**config.mk**
```make
export PLATFORM = sky130hd
export DESIGN_NAME = wake_crc_matcher
export DESIGN_NICKNAME = d
export VERILOG_FILES = /design/src/rtl/wcm_pkg.sv /design/src/rtl/wcm_regs.sv /design/src/rtl/wcm_window.sv /design/src/rtl/wcm_crc.sv /design/src/rtl/wake_crc_matcher.sv
export SDC_FILE = /design/constraint.sdc
export NUM_CORES = 1
export LEC_CHECK = 0
export ABC_AREA = 1
export BUFFER_PORTS_ARGS = -buffer_cell sky130_fd_sc_hd__buf_2
export CAP_MARGIN = 20
export CORE_UTILIZATION = 49
export CTS_CLUSTER_DIAMETER = 50
export DETAILED_ROUTE_END_ITERATION = 12
export HOLD_SLACK_MARGIN = 0.05
export PLACE_DENSITY = 0.66
export SETUP_SLACK_MARGIN = 0.15
export SLEW_MARGIN = 20
export SYNTH_ARGS = -nofsm -noshare
export SYNTH_HDL_FRONTEND = slang
export SYNTH_SLANG_ARGS = --single-unit
```
**constraint.sdc**
```tcl
create_clock -name clk -period 6.37 [get_ports clk]
set_clock_uncertainty 0.05 [all_clocks]
set_input_delay 1.274 -clock clk [delete_from_list [all_inputs] [get_ports clk]]
set_output_delay 1.274 -clock clk [all_outputs]
set_load 0.01 [all_outputs]
```
**src/rtl/wcm_pkg.sv**
```systemverilog
package wcm_pkg;
  localparam logic [31:0] CRC_INIT = 32'hFFFF_FFFF;
  localparam logic [31:0] CRC_POLY = 32'hEDB8_8320;
  localparam int unsigned CFG_DW   = 16;

  // Fold one byte into a reflected CRC-32 register, LSB first.
  function automatic logic [31:0] crc32_fold_byte(input logic [31:0] state,
                                                  input logic [7:0]  data);
    logic [31:0] acc;
    acc = state;
    for (int b = 0; b < 8; b++) begin
      if (acc[0] ^ data[b]) acc = (acc >> 1) ^ CRC_POLY;
      else                  acc = acc >> 1;
    end
    return acc;
  endfunction
endpackage

```
**src/rtl/wcm_regs.sv**
```systemverilog
module wcm_regs #(
  parameter int unsigned MASK_WORDS = 4,
  parameter int unsigned ADDR_W     = 3,
  localparam int unsigned NWORDS    = MASK_WORDS + 2
) (
  input  logic                           clk,
  input  logic                           rst_n,
  input  logic                           wr,
  input  logic [ADDR_W-1:0]              addr,
  input  logic [wcm_pkg::CFG_DW-1:0]     wdata,
  output logic [wcm_pkg::CFG_DW-1:0]     rdata,
  output logic [MASK_WORDS*16-1:0]       mask_bits,
  output logic [31:0]                    expect_crc
);
  logic [wcm_pkg::CFG_DW-1:0] word_q [NWORDS];

  for (genvar i = 0; i < NWORDS; i++) begin : g_word
    always_ff @(posedge clk or negedge rst_n) begin
      if (!rst_n)                             word_q[i] <= '0;
      else if (wr && addr == ADDR_W'(i))      word_q[i] <= wdata;
    end
  end

  for (genvar k = 0; k < MASK_WORDS; k++) begin : g_mask
    assign mask_bits[16*k +: 16] = word_q[k];
  end

  assign expect_crc = {word_q[MASK_WORDS+1], word_q[MASK_WORDS]};

  always_comb begin
    rdata = '0;
    for (int i = 0; i < NWORDS; i++) begin
      if (addr == ADDR_W'(i)) rdata = word_q[i];
    end
  end
endmodule

```
**src/rtl/wcm_window.sv**
```systemverilog
module wcm_window #(
  parameter int unsigned WIN_BYTES = 64,
  localparam int unsigned IDX_W    = $clog2(WIN_BYTES)
) (
  input  logic             clk,
  input  logic             rst_n,
  input  logic             in_valid,
  input  logic             in_sof,
  input  logic             in_eof,
  output logic             take,
  output logic             start,
  output logic             last,
  output logic [IDX_W-1:0] pos,
  output logic             active
);
  logic [IDX_W-1:0] next_q;
  logic             active_q;

  assign start  = in_valid & in_sof;
  assign take   = in_valid & (in_sof | active_q);
  assign pos    = in_sof ? '0 : next_q;
  assign last   = take & (in_eof | (pos == IDX_W'(WIN_BYTES - 1)));
  assign active = active_q;

  always_ff @(posedge clk or negedge rst_n) begin
    if (!rst_n) begin
      active_q <= 1'b0;
      next_q   <= '0;
    end else if (take) begin
      active_q <= !last;
      next_q   <= pos + 1'b1;
    end
  end
endmodule

```
**src/rtl/wcm_crc.sv**
```systemverilog
module wcm_crc (
  input  logic        clk,
  input  logic        rst_n,
  input  logic        take,
  input  logic        start,
  input  logic        sel,
  input  logic [7:0]  data,
  output logic [31:0] crc_q,
  output logic [31:0] crc_nxt
);
  logic [31:0] crc_base;

  assign crc_base = start ? wcm_pkg::CRC_INIT : crc_q;
  assign crc_nxt  = sel ? wcm_pkg::crc32_fold_byte(crc_base, data) : crc_base;

  always_ff @(posedge clk or negedge rst_n) begin
    if (!rst_n)    crc_q <= wcm_pkg::CRC_INIT;
    else if (take) crc_q <= crc_nxt;
  end
endmodule

```
**src/rtl/wake_crc_matcher.sv**
```systemverilog
module wake_crc_matcher #(
  parameter int unsigned WIN_BYTES  = 64,
  parameter int unsigned ADDR_W     = 3,
  localparam int unsigned MASK_WORDS = WIN_BYTES / 16,
  localparam int unsigned IDX_W      = $clog2(WIN_BYTES)
) (
  input  logic              clk,
  input  logic              rst_n,
  input  logic              cfg_wr,
  input  logic [ADDR_W-1:0] cfg_addr,
  input  logic [15:0]       cfg_wdata,
  output logic [15:0]       cfg_rdata,
  input  logic              rx_valid,
  input  logic              rx_sof,
  input  logic              rx_eof,
  input  logic [7:0]        rx_data,
  output logic              wake_match
);
  logic [MASK_WORDS*16-1:0] mask_bits;
  logic [31:0]              expect_crc;
  logic                     take_w, start_w, last_w, active_w, sel_w;
  logic [IDX_W-1:0]         pos_w;
  logic [31:0]              crc_q, crc_nxt;
  logic                     mask_nz, hit_w, match_q;

  wcm_regs #(.MASK_WORDS(MASK_WORDS), .ADDR_W(ADDR_W)) u_regs (
    .clk(clk), .rst_n(rst_n), .wr(cfg_wr), .addr(cfg_addr), .wdata(cfg_wdata),
    .rdata(cfg_rdata), .mask_bits(mask_bits), .expect_crc(expect_crc)
  );

  wcm_window #(.WIN_BYTES(WIN_BYTES)) u_win (
    .clk(clk), .rst_n(rst_n), .in_valid(rx_valid), .in_sof(rx_sof), .in_eof(rx_eof),
    .take(take_w), .start(start_w), .last(last_w), .pos(pos_w), .active(active_w)
  );

  assign sel_w = take_w & mask_bits[pos_w];

  wcm_crc u_crc (
    .clk(clk), .rst_n(rst_n), .take(take_w), .start(start_w), .sel(sel_w),
    .data(rx_data), .crc_q(crc_q), .crc_nxt(crc_nxt)
  );

  assign mask_nz = |mask_bits;
  assign hit_w   = last_w & mask_nz & ((~crc_nxt) == expect_crc);

  always_ff @(posedge clk or negedge rst_n) begin
    if (!rst_n) match_q <= 1'b0;
    else        match_q <= hit_w;
  end

  assign wake_match = match_q;
endmodule

```
# --- Word-level counts from Yosys, hierarchy flattened ---
# Cells that the tools add are included.
op_classes:
  bitwise: 25
  n_reduce_logical: 9
  n_eq_ne: 7
  n_lt_le_gt_ge: 1
  add_sub_neg: 1
  mux: 19
op_table:
  columns: ["cell", "count"]
  rows:
  - ["two-way mux 32 bit", 10]
  - ["NOT 13 -> 14 bit", 8]
  - ["two-way mux 16 bit", 6]
  - ["OR reduction 64 bit", 1]
  - ["equality test 32 bit", 1]
  - ["NOT 32 bit", 1]
  - ["bitwise XOR 1 bit", 8]
  - ["less-than comparator 6 x 7 -> 1 bit (second input constant)", 1]
  - ["adder 6 x 1 -> 6 bit (second input constant)", 1]
  - ["bitwise AND 1 bit", 6]
  - ["binary-select mux 1 bit (select 6 bit)", 1]
  - ["equality test 3 x 2 -> 1 bit (second input constant)", 2]
  - ["equality test 3 bit (second input constant)", 2]
  - ["equality test 6 bit (second input constant)", 1]
  - ["logical AND 1 bit", 6]
  - ["two-way mux 6 bit", 1]
  - ["equality test 3 x 1 -> 1 bit (second input constant)", 1]
  - ["logical NOT 3 bit", 1]
  - ["bitwise OR 1 bit", 2]
  - ["logical NOT 1 bit", 1]
  - ["two-way mux 1 bit", 1]
word_totals:
  register_bits: 136
  output_inout_bits: 17
  input_bits: 33
  wordCells: 72

# --- Logic depth before layout (Yosys ltp) ---
logic_depth:
  word_depth: 22
  mapped_depth: 23
  mapped_depth_nobuf: 22

# --- Hierarchy ---
# A second synthesis with hierarchy kept.
unflattened:
  hier_cells: 1308
  area_unflattened_um2: 9225.1
by_module_without_submodules:
  columns: ["module", "area_per_inst_um2", "n_inst", "cells_per_inst", "seq_area_each_um2"]
  rows:
  - ["wcm_regs", 4365.4, 1, 509, 2402.3]
  - ["wcm_crc", 3079.2, 1, 485, 840.8]
  - ["wake_crc_matcher", 1333.8, 1, 253, 25.0]
  - ["wcm_window", 446.7, 1, 61, 175.2]

# --- Worst setup path before layout ---
# OpenSTA, ideal clock, no wires.
synth_timing:
  path_kind: "input-to-output"
  from: "input port cfg_addr[1]"
  to: "output port cfg_rdata[14]"
  path_stages: 5
  setup_slack_ns: 2.675
  required_ns: 5.046
  path_buffers: 2
  t_arrival_ns: 2.371
  cell_sequence: "nor2_1 > clkbuf_1 > nand2_1 > clkbuf_1 > o221ai_1"
synth_via:
  elab_chain_cells: 7
  elab_cells_between_ends: 12
  classes_between: "5 x eq/ne; 6 x mux; 1 x reduce/logical"
synth_lines:
  columns: ["item", "line_no", "text"]
  rows:
  - ["start: declaration", "wake_crc_matcher.sv:10", "input logic [ADDR_W-1:0] cfg_addr,"]
  - ["logical NOT 3 bit", "wcm_regs.sv:33", "if (addr == ADDR_W'(i)) rdata = word_q[i];"]
  - ["two-way mux 16 bit (5 in a row)", "wcm_regs.sv:33", null]
  - ["two-way mux 16 bit *", "wcm_regs.sv:33", null]
  - ["end: declaration", "wake_crc_matcher.sv:12", "output logic [15:0] cfg_rdata,"]
# Every way passes the cells marked *; elsewhere a longest branch is shown, timed or not.

# --- Final worst setup path ---
layout_timing:
  from: "input port cfg_addr[2]"
  to: "output port cfg_rdata[8]"
# The elaborated chain is that of the path after synthesis.

==> out/results.ini <==
[cells_and_area]
finalInstanceArea_sq_mm = 0.00949
multiInputGateArea_sq_mm = 0.00434
final_core_util = 0.564
area.growth.synth_to_final_pct = 11.1
ff_latch_area_sq_mm = 0.00344
drive_gt1_frac = 0.121
antenna_cells = 0
nets = 1295
n_fill_cell = 1671

[sta]
tightest_slew_ns = 1.02
setup_violations = 0
fmax_ghz = 0.211
timing.final.hold_violations = 0
grt_setup_unrepaired = false
timing.final.crit_share = 0.743
final_critical_path_required_period_ns = 4.73
timing.slew.headroom = 0.321
totalNegativeSetupSlack_ns = 0
slew_violations = 0

[logic_synthesis]
ys_types = 31
net_count_after_synthesis = 1265
cell_with_the_most_instances_after_synthesis = nand2_1
yosysTopAreaCellShare = 0.305
syn_inst = 1232
synthesis.area_sq_mm = 0.00854
synth_common_cells = 441 x nand2_1, 135 x inv_1, 122 x nand3_1
synthTopCellsByArea = dfrtp_1 30%, nand2_1 19%, dfstp_2 9.8%, nand3_1 7.1%, o21ai_0 6.5%
postSynth.asyncResetShare = 1.00
synth.ff_latch_count = 136
synth_top_flop_cell = dfrtp_1
netlist.top_cell.by_area = dfrtp_1
fraction_of_the_yosys_area_taken_by_sequential_cells = 0.403
yosysWarnings = 0
post_synth.cell_area_avg_sq_um = 6.93
synth-edff-count = 0

[drt]
first_pass_iters = 5
detail_route.wl_per_cell_um = 18.5
post_drt_via_cell_ratio = 5.66
first_iter_violations = 758
detailroute.via_count = 8457
drc_errors = 0
final_antenna_net_count = 0
total_wire_length_mm = 27.6

[die]
io_pins = 50
floorplan.die_area_sq_mm = 0.0180
core_ar_sq_mm = 0.0168
rows = 47
starting_density_of_the_core = 0.508
die_height_um = 134
fp.dieW_um = 134

[setup_path]
endpoint_kind = primary output
critical_setup_path_class = in -> out
worstPathArrival_ns = 3.41
worst_ep_required_time_ns = 5.05
cp-start-kind = input port
timing.critical_path.fanout_max = 17

[clocking]
clock_tree_root = clkbuf_16
clk_transition_reported_paths_ns = 0.06
cts_resized = 0
numClockSinks = 136
max-clock-path-buffers = 2
cts_setup_buffers = 0
clock_insertion_delay_worst_skew_ns = 0.43
cts_tree = built
cts-htree-levels = 4
numCtsBuffers = 17
cts.hold.buffers_added = 0

[grt]
global_route.usage.total = 0.319
grt_max_degree = 94
number_of_antenna_violations_at_the_first_check_in_global_routing = 0
first_global_vias = 7790
first_pass_grt_wire_length_mm = 43.2
grt_remaining_overflow = 0

[pwr]
vdd_ir_drop_max_v = 0.000196
pwr_density_cell_mw_per_mm2 = 410
leakagePower_nw = 4.82

[status]
status = finished, final reports clean

[placed_design]
hpwl_mm = 20.6
global_placer_s_final_weighted_congestion = 0.949
placedInstanceArea_sq_mm = 0.00891
buffer_ports.inserted = 49

[hold_path]
holdCritPathClass = reg -> reg

[run]
cap_viol_max_count = 0

==> where the power goes <==
group,switching [W],leakage (nW),internal [W]
combinational,0.00107,2.89,0.000532
clock,0.000403,0.273,0.000577
sequential,0.000174,1.65,0.00114
total,0.00164,4.82,0.00224
==> per-layer routing <==
layer	vias up	share of wire	global-route usage
met5	-	0	0
met4	0	0.041	0.150
met3	65	0.055	0.0461
met2	323	0.48	0.536
met1	3984	0.42	0.405
li1	4085	-	-
==> placed cells by master (no fill, tap or decap), types with 9 or more instances in the layout <==
cell,synthesis,final
nand2_1,441,441
inv_1,135,135
nand3_1,122,121
o21ai_0,111,111
dfrtp_1,104,104
nor2_1,52,52
buf_2,9,48
dfstp_2,32,32
nand4_1,29,29
xor2_1,23,23
nor4_1,17,17
clkbuf_16,0,17
a221oi_1,16,16
o211ai_1,13,13
nand2_2,13,13
xnor2_1,13,13
or2_2,11,11
o22ai_1,9,9
nand3b_1,9,9
==> sequential cells by signal (all words and copies together), names as in the netlist <==
name	cells
u_regs.expect_crc	32
u_win.next_q	6
wake_match	1
u_win.active	1
u_regs.mask_bits	64
u_crc.crc_q	32
==> path summary, 6_finish.rpt <==
kind                                                   from                          endpoint  slack (ns)  cells after the start
max                                             cfg_addr[2]                      cfg_rdata[8]        1.64                      7
min                        u_regs.expect_crc[6]$_DFFE_PN0P_  u_regs.expect_crc[6]$_DFFE_PN0P_        0.44                      2
max reg2reg                     u_win.next_q[0]$_DFFE_PN0P_              wake_match$_DFF_PN0_        2.25                     19
min reg2reg                u_regs.expect_crc[6]$_DFFE_PN0P_  u_regs.expect_crc[6]$_DFFE_PN0P_        0.44                      2
max in group asynchronous                             rst_n  u_regs.mask_bits[57]$_DFFE_PN0P_        4.30                      2
min in group asynchronous                             rst_n  u_regs.mask_bits[15]$_DFFE_PN0P_        0.85                      1
==> kinds of logic (layout without fill, tap and decap cells) <==
| family | after synthesis | count (layout) | share of synthesized area |
|---|---|---|---|
| AOI/OAI and AO/OA | 170 | 170 | 0.115 |
| xor gates and xnor gates | 37 | 37 | 0.0396 |
| buffers and inverters | 189 | 232 | 0.0888 |
| DFF | 136 | 136 | 0.403 |
| and+or+nand+nor | 700 | 700 | 0.353 |
==> through the flow <==
step	instances	hold slack, ns	total power [W]	worst slack (ns)
CTS	1495	0.438	0.00387	1.72
detailed placement	1463	0.423	0.00288	1.40
floorplan	1232	0.402	0.00243	2.67
global placement	1463	0.422	0.00286	1.53
finish	1495	0.437	0.00389	1.64
global route	1495	0.451	0.00414	1.31
==> cell type report <==
class / instances / share of cell area
multi-input combinational: 907 / 0.458
tap: 220 / 0.0290
clock buffer: 18 / 0.0452
clock inverter: 14 / 0.0157
inverter: 143 / 0.0566
timing repair buffer: 57 / 0.0328
sequential: 136 / 0.363
==> worst max-delay path, cell delays in order <==
cell	delay, ns
buf_2	0.12
clkinv_1	0.42
nand2_1	0.55
o21ai_0	0.14
a221oi_1	0.42
o211ai_1	0.26
buf_2	0.21
No activity file was read; power rests on OpenSTA's default activity.
